--- src/rtl/mbx_pkg.sv ---
package mbx_pkg;
   typedef enum logic [0:0] {
      XF_IDLE = 1'b0,
      XF_RUN  = 1'b1
   } xfer_state_e;

   function automatic bit is_pow2(input int v);
      return (v > 0) && ((v & (v - 1)) == 0);
   endfunction
endpackage

--- src/rtl/mbx_req_sync.sv ---
module mbx_req_sync #(
   parameter int STAGES = 2
) (
   input  logic clk,
   input  logic rst_n,
   input  logic req_async_i,
   output logic rise_o
);
   logic [STAGES-1:0] shift_q;
   logic              last_q;

   generate
      if (STAGES < 2) begin : g_bad_stages
         $error("mbx_req_sync: STAGES must be at least 2");
      end
   endgenerate

   always_ff @(posedge clk) begin
      if (!rst_n) begin
         shift_q <= '0;
         last_q  <= 1'b0;
      end else begin
         shift_q <= {shift_q[STAGES-2:0], req_async_i};
         last_q  <= shift_q[STAGES-1];
      end
   end

   assign rise_o = shift_q[STAGES-1] & ~last_q;

   AST_RISE_SINGLE: assert property (@(posedge clk) disable iff (!rst_n)
      rise_o |=> !rise_o);
endmodule

--- src/rtl/mbx_slot_timer.sv ---
module mbx_slot_timer #(
   parameter int WINDOW     = 32,
   parameter int SLOTS      = 4,
   parameter int STROBE_DIV = 4
) (
   input  logic clk,
   input  logic rst_n,
   output logic slot_hit_o,
   output logic tick_o
);
   localparam int PERIOD = WINDOW / SLOTS;
   localparam int WIN_W  = (WINDOW > 1) ? $clog2(WINDOW) : 1;
   localparam int DIV_W  = $clog2(STROBE_DIV);

   logic [WIN_W-1:0] win_q;
   logic [DIV_W-1:0] div_q;

   generate
      if (WINDOW % SLOTS != 0) begin : g_bad_window
         $error("mbx_slot_timer: WINDOW must be a multiple of SLOTS");
      end
      if (PERIOD < 2) begin : g_bad_period
         $error("mbx_slot_timer: slot period must be at least 2");
      end
      if (STROBE_DIV < 2) begin : g_bad_div
         $error("mbx_slot_timer: STROBE_DIV must be at least 2");
      end
   endgenerate

   always_ff @(posedge clk) begin
      if (!rst_n) begin
         win_q <= '0;
         div_q <= '0;
      end else begin
         win_q <= (win_q == WIN_W'(WINDOW - 1)) ? '0 : win_q + 1'b1;
         div_q <= (div_q == DIV_W'(STROBE_DIV - 1)) ? '0 : div_q + 1'b1;
      end
   end

   generate
      if (mbx_pkg::is_pow2(PERIOD)) begin : g_slot_mask
         localparam int PB = $clog2(PERIOD);
         assign slot_hit_o = &win_q[PB-1:0];
      end else begin : g_slot_mod
         assign slot_hit_o = ((int'(win_q) % PERIOD) == PERIOD - 1);
      end
   endgenerate

   assign tick_o = (div_q == DIV_W'(STROBE_DIV - 1));

   AST_TICK_SPACING: assert property (@(posedge clk) disable iff (!rst_n)
      tick_o |=> !tick_o);
endmodule

--- src/rtl/mbx_word_buf.sv ---
module mbx_word_buf #(
   parameter int WORD_W    = 16,
   parameter int BURST     = 4,
   parameter bit LOW_FIRST = 1'b1
) (
   input  logic              clk,
   input  logic              rst_n,
   input  logic              wr_en_i,
   input  logic [WORD_W-1:0] wr_data_i,
   input  logic              tick_i,
   output logic              room_o,
   output logic              stb_o,
   output logic [7:0]        byte_o
);
   localparam int BPW    = WORD_W / 8;
   localparam int NBYTES = BURST * BPW;
   localparam int WI_W   = $clog2(BURST);
   localparam int BI_W   = $clog2(NBYTES);
   localparam int LB_W   = $clog2(BPW);

   generate
      if (WORD_W % 8 != 0 || !mbx_pkg::is_pow2(BPW) || BPW < 2) begin : g_bad_word
         $error("mbx_word_buf: WORD_W must be a power-of-two number of bytes, at least 2");
      end
      if (!mbx_pkg::is_pow2(BURST) || BURST < 2) begin : g_bad_burst
         $error("mbx_word_buf: BURST must be a power of two, at least 2");
      end
   endgenerate

   logic [WORD_W-1:0] store_q [2][BURST];
   logic [1:0]        full_q, full_nx;
   logic              wr_bank_q, rd_bank_q;
   logic [WI_W-1:0]   wr_idx_q;
   logic [BI_W-1:0]   byte_idx_q;
   logic              send_fire;
   logic [WORD_W-1:0] word_sel;
   logic [LB_W-1:0]   lane_raw, lane;

   assign room_o    = !full_q[wr_bank_q];
   assign send_fire = tick_i & full_q[rd_bank_q];
   assign word_sel  = store_q[rd_bank_q][byte_idx_q[BI_W-1:LB_W]];
   assign lane_raw  = byte_idx_q[LB_W-1:0];

   generate
      if (LOW_FIRST) begin : g_low_first
         assign lane = lane_raw;
      end else begin : g_high_first
         assign lane = LB_W'(BPW - 1) - lane_raw;
      end
   endgenerate

   always_comb begin
      full_nx = full_q;
      if (wr_en_i && wr_idx_q == WI_W'(BURST - 1)) full_nx[wr_bank_q] = 1'b1;
      if (send_fire && byte_idx_q == BI_W'(NBYTES - 1)) full_nx[rd_bank_q] = 1'b0;
   end

   always_ff @(posedge clk) begin
      if (wr_en_i) store_q[wr_bank_q][wr_idx_q] <= wr_data_i;
   end

   always_ff @(posedge clk) begin
      if (!rst_n) begin
         full_q     <= '0;
         wr_bank_q  <= 1'b0;
         rd_bank_q  <= 1'b0;
         wr_idx_q   <= '0;
         byte_idx_q <= '0;
         stb_o      <= 1'b0;
         byte_o     <= '0;
      end else begin
         full_q <= full_nx;
         stb_o  <= send_fire;
         if (wr_en_i) begin
            wr_idx_q <= wr_idx_q + 1'b1;
            if (wr_idx_q == WI_W'(BURST - 1)) wr_bank_q <= ~wr_bank_q;
         end
         if (send_fire) begin
            byte_o     <= word_sel[lane*8 +: 8];
            byte_idx_q <= byte_idx_q + 1'b1;
            if (byte_idx_q == BI_W'(NBYTES - 1)) rd_bank_q <= ~rd_bank_q;
         end
      end
   end

   AST_NO_OVERFLOW: assert property (@(posedge clk) disable iff (!rst_n)
      wr_en_i |-> !full_q[wr_bank_q]);
   AST_BYTE_HOLD: assert property (@(posedge clk) disable iff (!rst_n)
      !stb_o && !$past(send_fire) |-> $stable(byte_o));
endmodule

--- src/rtl/mb_out_xfer.sv ---
module mb_out_xfer #(
   parameter int WORD_W      = 16,
   parameter int MB_BYTES    = 384,
   parameter int WINDOW      = 32,
   parameter int SLOTS       = 4,
   parameter int BURST       = 4,
   parameter int STROBE_DIV  = 4,
   parameter int SYNC_STAGES = 2,
   parameter int ADDR_W      = 18,
   parameter bit LOW_FIRST   = 1'b1
) (
   input  logic              clk,
   input  logic              rst_n,
   input  logic              req_i,
   input  logic              frame_flag_i,
   input  logic              frame_en_i,
   output logic              frame_rdy_o,
   output logic              mem_rd_o,
   output logic [ADDR_W-1:0] mem_addr_o,
   input  logic [WORD_W-1:0] mem_rdata_i,
   output logic [7:0]        byte_o,
   output logic              stb_o,
   output logic              done_o
);
   import mbx_pkg::*;

   localparam int BPW      = WORD_W / 8;
   localparam int MB_WORDS = MB_BYTES / BPW;
   localparam int IW       = $clog2(MB_WORDS + 1);
   localparam int SW       = $clog2(MB_BYTES);

   generate
      if (MB_BYTES % (BPW * BURST) != 0) begin : g_bad_mb
         $error("mb_out_xfer: MB_BYTES must fill a whole number of buffer banks");
      end
   endgenerate

   xfer_state_e       state_q;
   logic [IW-1:0]     issued_q;
   logic [SW-1:0]     sent_q;
   logic              rd_q;
   logic              rise, slot_hit, tick, room;

   mbx_req_sync #(.STAGES(SYNC_STAGES)) u_sync (
      .clk(clk), .rst_n(rst_n), .req_async_i(req_i), .rise_o(rise));

   mbx_slot_timer #(.WINDOW(WINDOW), .SLOTS(SLOTS), .STROBE_DIV(STROBE_DIV)) u_timer (
      .clk(clk), .rst_n(rst_n), .slot_hit_o(slot_hit), .tick_o(tick));

   mbx_word_buf #(.WORD_W(WORD_W), .BURST(BURST), .LOW_FIRST(LOW_FIRST)) u_buf (
      .clk(clk), .rst_n(rst_n), .wr_en_i(rd_q), .wr_data_i(mem_rdata_i),
      .tick_i(tick), .room_o(room), .stb_o(stb_o), .byte_o(byte_o));

   assign mem_rd_o = (state_q == XF_RUN) && (issued_q < IW'(MB_WORDS)) && room && slot_hit;

   always_ff @(posedge clk) begin
      if (!rst_n) begin
         state_q     <= XF_IDLE;
         issued_q    <= '0;
         sent_q      <= '0;
         rd_q        <= 1'b0;
         mem_addr_o  <= '0;
         done_o      <= 1'b0;
         frame_rdy_o <= 1'b0;
      end else begin
         frame_rdy_o <= frame_flag_i & frame_en_i;
         rd_q        <= mem_rd_o;
         done_o      <= 1'b0;
         if (mem_rd_o) begin
            mem_addr_o <= mem_addr_o + 1'b1;
            issued_q   <= issued_q + 1'b1;
         end
         if (state_q == XF_IDLE) begin
            if (rise) begin
               state_q  <= XF_RUN;
               issued_q <= '0;
               sent_q   <= '0;
            end
         end else if (stb_o) begin
            if (sent_q == SW'(MB_BYTES - 1)) begin
               sent_q  <= '0;
               done_o  <= 1'b1;
               state_q <= XF_IDLE;
            end else begin
               sent_q <= sent_q + 1'b1;
            end
         end
      end
   end

   AST_RD_GAP: assert property (@(posedge clk) disable iff (!rst_n)
      mem_rd_o |=> !mem_rd_o);
   AST_STB_PULSE: assert property (@(posedge clk) disable iff (!rst_n)
      stb_o |=> !stb_o);
   AST_DONE_PULSE: assert property (@(posedge clk) disable iff (!rst_n)
      done_o |=> !done_o);
   AST_DONE_AFTER_STB: assert property (@(posedge clk) disable iff (!rst_n)
      done_o |-> $past(stb_o));
   AST_FRDY_MASK: assert property (@(posedge clk) disable iff (!rst_n)
      !$past(frame_en_i) |-> !frame_rdy_o);
   AST_IDLE_QUIET: assert property (@(posedge clk) disable iff (!rst_n)
      done_o |=> !stb_o);
endmodule

--- config.mk ---
export PLATFORM = sky130hd
export DESIGN_NAME = mb_out_xfer
export DESIGN_NICKNAME = d
export VERILOG_FILES = /design/src/rtl/mbx_pkg.sv /design/src/rtl/mbx_req_sync.sv /design/src/rtl/mbx_slot_timer.sv /design/src/rtl/mbx_word_buf.sv /design/src/rtl/mb_out_xfer.sv
export SDC_FILE = /design/constraint.sdc
export NUM_CORES = 1
export LEC_CHECK = 0
export ABC_AREA = 1
export BUFFER_PORTS_ARGS = -buffer_cell sky130_fd_sc_hd__buf_2
export CORE_UTILIZATION = 55
export CTS_BUF_LIST = sky130_fd_sc_hd__clkbuf_4 sky130_fd_sc_hd__clkbuf_8
export DETAILED_ROUTE_END_ITERATION = 10
export PLACE_DENSITY = 0.73
export SYNTH_ARGS = -nofsm -noshare
export SYNTH_HDL_FRONTEND = slang
export SYNTH_SLANG_ARGS = --single-unit
--- constraint.sdc ---
create_clock -name clk -period 2.4 [get_ports clk]
set_input_delay 0.12 -clock clk [delete_from_list [all_inputs] [get_ports clk]]
set_output_delay 0.12 -clock clk [all_outputs]
set_load 0.05 [all_outputs]
==> impl_results.md, run 1 <==
* Net Count, Synth at just under 900
* Slew HR at 0.348
* Minimum clock period at between 2000 and 2500 ps
* Clock latency on the worst-skew pair at ~470 ps
* Max H-tree Level at 4
* Setup-failing EPs final at 0
* # DRC at 0
* Final worst-path cycle share at 0.869
* Placed instance area at approximately 8700 um2
* # nets final at 950
* Ranking of synthesized cells by area: edfxtp_1 47%, dfxtp_1 17%, nor2_1 9.1%
* CTS tree: done
* Via-per-instance ratio at around 5.3
* Ant diodes at 0
* Worst Hold Class: input port to flop
* Post-CTS Setup Repair Bufs at 0
* Synthesized area at approximately 8000 um2
* Largest net degree at the start of global routing at 65
* Drt wl/cell at about 15 um
* Sequential share of the synthesized area at 0.640
* Share of layout cells above drive strength 1 at 0.131
* Primary FF master, synth: edfxtp_1
* Startpoint Class: flop
* Die W at around 120 um
* Post-synth EDFFs at between 100 and 150
* Most frequent cell after synthesis: nor2_1
* Hpwl dp at roughly 11 mm
* RD Place Congestion at 0.794
* Yosys top cell by area: edfxtp_1
* RSZ-0062 raised after global routing: false
* Most frequent cells after synthesis: 197 x nor2_1, 130 x nand2_1, 128 x edfxtp_1
* Worst ir drop on vdd at slightly below 0.3 mV
* Initial DRC count at 655
* Io pins at between 50 and 60
* Tightest Pin Transition at 976 ps
* Rows at 44
* Buffers on Ports at 50
* Post-synth cell types at 36
* Worst hold slack at around 120 ps
* R2R depth at 10
* TritonCTS Buffers at 17
* Endpoint class of the critical path: primary output
* Yosys top cell area share at 0.473
* Peak Freq at between 400 and 500 MHz
* Worst Hold Depth at 4
* Remaining global-route overflow at 0
* Setup Skew at approximately 12 ps
* Final TNS setup at 0 ps
* Total of max-cap violations at 0
* Layout area overhead at 13.1%
* Vias at slightly below 6,000
* Final Max Slew Viols at 0
* FF+latch count, synth at just under 200
* P_leak at ~3.5 nW
* Initial core utilization at 0.561
* Cell area after layout at just over 9000 um2
* Critical Path AT at about 2000 ps
* Status: completed
* Post-route ant nets at 0
* Max Buffers Root-to-Sink at 2
* Core footprint at approximately 14,000 um2
* Final WL at roughly 17 mm
* Syn. warnings at 0
* Critical Path RT at 2280 ps
* Clock Sinks at between 150 and 200
* Final hold vios at 0
* Die area at around 15,000 um2
* Reg clk slew, reported paths at about 90 ps
* Avg Inst Size Synth at about 9.7 um2
* Number of global-route vias before repair at 5,265
* Synthesized instance count at roughly 840
* PD cells at approximately 610 nW/um2
* Antenna violations before repair at 0
* Root Buffer: clkbuf_8
* DIE HEIGHT at 124 um
* CP max FO at 18
* Post-synth ARST share at 0
* Crit Path Class: flop to primary output
* First-pass GRT wire length at around 27 mm
* GRT Util Overall at 0.234
* First-pass DRT Iterations at 7
-- area by class of cell --
type / count / area (um2)
clock buffers: 18 / 241
multi-input cells: 551 / 2590
clock inverters: 13 / 110
fillers: 1166 / 5280
inverters: 61 / 229
flip-flops and latches: 196 / 5210
well taps: 184 / 230
repair buffers: 89 / 591
-- flip-flops by register name, summed over array words and instances, names as in the netlist, named ones only --
register,count
done_o,1
sent_q,9
u_buf.store_q,128
u_buf.wr_bank_q,1
u_buf.byte_o,8
u_buf.byte_idx_q,3
u_timer.div_q,2
u_buf.stb_o,1
mem_addr_o,18
u_buf.full_q,2
u_buf.rd_bank_q,1
u_timer.win_q,5
issued_q,8
u_sync.shift_q,2
frame_rdy_o,1
rd_q,1
state_q,1
u_buf.wr_idx_q,2
u_sync.last_q,1
-- through the flow --
| step | total power, mW | utilization | instances | worst slack [ps] |
|---|---|---|---|---|
| floorplan | 3.72 | - | 838 | 273 |
| global placement | 3.77 | 0.598 | 1062 | 632 |
| detailed placement | 3.78 | 0.598 | 1062 | 625 |
| CTS | 5.68 | 0.635 | 1112 | 278 |
| global route | 5.84 | 0.635 | 1112 | 175 |
| finish | 5.65 | 0.635 | 1112 | 315 |
-- logic make-up (layout without fill, tap and decap cells) --
logic type / count (synthesis) / in the layout / share of synthesized area
AOI/OAI and AO/OA: 137 / 137 / 0.0885
and+or+nand+nor: 394 / 394 / 0.198
xor gates and xnor gates: 7 / 7 / 0.00754
adders and majority gates: 13 / 13 / 0.0200
buffers and inverters: 91 / 181 / 0.0454
DFF: 196 / 196 / 0.640
-- where the power goes --
part,internal (mW),switching (mW),leakage [nW]
combinational,0.0483,0.0721,1.58
clock,0.823,1.10,0.185
sequential,3.59,0.00672,1.70
total,4.46,1.18,3.47
-- cells in the final DEF (no fill, tap or decap), types with 2 or more instances in the layout --
master and count:
o21ai_1 3, o211ai_1 4, nand2_1 130, clkinv_4 4
nor2_2 3, inv_6 2, nand4_1 5, clkinv_2 4
dlygate4sd3_1 19, edfxtp_1 128, ha_1 13, clkbuf_8 17
buf_2 50, nand2_2 3, nor3_1 5, buf_4 20
nor3_2 6, a21oi_1 38, inv_1 55, dfxtp_1 67
nand3_1 38, o21ai_0 86, inv_2 4, nor2_1 195
o21a_1 2, clkinv_1 4, or2_0 2, or2_2 2
xor2_1 6
-- final timing paths --
kind	startpoint	end	slack [ps]
max reg2reg	u_timer.div_q[0]	u_buf.byte_o[7]	590
max	u_timer.win_q[0]	mem_rd_o	320
min	rst_n	u_sync.shift_q[0]	120
min reg2reg	u_sync.shift_q[0]	u_sync.shift_q[1]	420
-- what timing repair did --
action,in CTS,in global routing
resized for setup,0,0
hold buffers,19,0
setup endpoints to repair,0,0
hold endpoints to repair,130,0
-- worst max-delay path, stage by stage (launching register included) --
cell and delay (ps):
dfxtp_1 360, ha_1 180, ha_1 170, nand3_1 180
nor2_8 290, buf_2 320
-- per-layer routing --
layer,GRT usage,vias up,part of all wire
li1,-,2957,-
met1,0.312,2747,0.46
met2,0.375,169,0.47
met3,0.0470,27,0.057
met4,0.0934,0,0.016
met5,0,-,0
Note: power is estimated with default switching activity, not from simulation.
==> run 2: changes to the inputs <==
PLACE_DENSITY = 0.76   (was 0.73)
==> run 2 against run 1 <==
Against the previous run:
- first-iteration DRC count decreased by 19%
- critical path depth unchanged
- critical endpoint unchanged
- total power is 1.7% higher
- clock power rose by 5%
- largest cell class unchanged
==> impl_results.md, run 2 (same netlist as run 1, synthesis figures left out) <==
* Setup Skew at around 11 ps
* Via-per-instance ratio at approximately 5.3
* TritonCTS Buffers at 17
* RD Place Congestion at around 0.79
* Share of layout cells above drive strength 1 at 0.129
* Clock Sinks at 196
* Final Max Slew Viols at 0
* Crit-path leading delay family: simple AND/OR/NAND/NOR gates
* First-pass DRT Iterations at 5
* Grt met2 use at 0.370
* PD cells at between 600 and 700 nW/um2
* Remaining global-route overflow at 0
* Drt wl/cell at between 15 and 20 um
* Buffers on Ports at 50
* Commonest non-fill, non-tap cell in the layout: nor2_1
* Layout area overhead at 13.3%
* Max Buffers Root-to-Sink at 2
* Post-place setup slack at a little over 600 ps
* Setup-failing EPs final at 0
* Total of max-cap violations at 0
* GRT Util Overall at 0.233
* Critical path's slowest cell: dfxtp_1
* Initial DRC count at 530
* Final worst-path cycle share at 0.863
* CP max FO at 18
* Reg clk slew, reported paths at approximately 90 ps
* Global-route track usage on met3 at 0.0461
* Crit Path Class: flop to primary output
* Die area at around 15,000 um2
* Biggest regs: u_buf.store_q: 128 flops, mem_addr_o: 18 flops, sent_q: 9 flops
* Status: completed
* # nets final at 950
* Peak Freq at 483 MHz
* DIE HEIGHT at about 120 um
* Worst ir drop on vdd at 0.289 mV
* Min-delay src: rst_n
* Slew HR at 0.479
* Final hold vios at 0
* Final WL at around 17 mm
* Critical Path AT at 1950 ps
* RSZ-0062 raised after global routing: false
* Setup slack after layout at about 330 ps
* Placed instance area at 8650 um2
* Most used cell, CP: ha_1
* Cell area after layout at around 9200 um2
* First-pass GRT wire length at roughly 27 mm
* GR peak layer: met2
* Largest net degree at the start of global routing at between 60 and 70
* Register area at between 5000 and 6000 um2
* Endpoint class of the critical path: primary output
* Number of global-route vias before repair at 5,297
* Max H-tree Level at 4
* Antenna violations before repair at 0
* Worst path bufs/invs at 1
* CTS resizes at 0
* Met1 GRT Util at 0.319
* Area of the multi-input gates at 2590 um2
* Worst hold slack at between 70 and 80 ps
* R2r startpoint: u_timer.div_q[0]
* Ant diodes at 0
* Worst Hold Class: input port to flop
* Number of flip-flops in the largest register at roughly 130
* Largest reg by FF count: u_buf.store_q
* Hpwl dp at about 11 mm
* Rows at 44
* CTS tree: done
* Io pins at between 50 and 60
* Crit path cell chain: ha_1, ha_1, nand3_1, nor2_8, buf_2
* Critical Path RT at about 2300 ps
* Leading cell types in the layout, fill and taps excluded: 195 x nor2_1, 130 x nand2_1, 128 x edfxtp_1
* Startpoint Class: flop
* # fillers at between 1,000 and 1,500
* Final TNS setup at 0 ps
* Tightest Pin Transition at about 780 ps
* Post-route ant nets at 0
* Vias at around 6,000
* Die W at ~120 um
* P_leak at ~3.5 nW
* Root Buffer: clkbuf_8
* Initial core utilization at 0.561
* Core footprint at roughly 14,000 um2
* # DRC at 0
* Minimum clock period at approximately 2100 ps
* CP startpoint: u_timer.win_q[0]
* Clock latency on the worst-skew pair at around 460 ps
* CP max stage delay at about 360 ps
-- run 2: cell count changes in the layout (fill, tap and decap cells not counted), sizes merged --
cell / delta
clkinv: -5
clkinvlp: +2
clkbuf: +2
bufinv: +1
-- run 2: worst paths after layout --
check	to	slack, ps	cells past startpoint
worst min register to register	u_sync.shift_q[1]	430	2
worst max-delay path	mem_rd_o	330	5
worst min-delay path	u_sync.shift_q[0]	80	3
worst max register to register	u_buf.byte_o[5]	550	8
-- run 2: what timing repair did --
action                    in CTS  in global routing
hold buffers                  19                  0
buffers inserted               0                  0
hold endpoints to repair     130                  0
-- run 2: layout make-up --
class / instances / share of cell area
flip-flops and latches: 196 / 0.565
multi-input cells: 551 / 0.281
repair buffers: 89 / 0.0641
clock buffers: 20 / 0.0278
well taps: 184 / 0.0250
inverters: 61 / 0.0249
clock inverters: 11 / 0.0120
-- run 2: worst register-to-register path, cell delays in order (launching register included) --
cell and delay, ps:
dfxtp_1 350, ha_1 180, inv_1 60, nor2_1 180, o21ai_4 120, nor2_1 380
inv_1 250, nor2_1 190, nor2_1 60
-- run 2: stage by stage --
stage	util	instances	power [mW]
after floorplan	-	838	3.72
after global placement	0.598	1062	3.77
after detailed placement	0.598	1062	3.77
after CTS	0.636	1112	5.78
after global routing	0.636	1112	5.91
final	0.636	1112	5.74
-- run 2: routing by layer --
layer / part of all wire / wire length (um)
met1: 0.45 / 7590
met2: 0.47 / 7870
met3: 0.054 / 899
met4: 0.020 / 335
met5: 0 / 0
-- run 2: report_power, final --
group	switching, mW	total [mW]	internal (mW)
logic	0.0717	0.119	0.0474
registers	0.00665	3.60	3.59
clock network	1.08	2.02	0.942
total	1.16	5.74	4.58
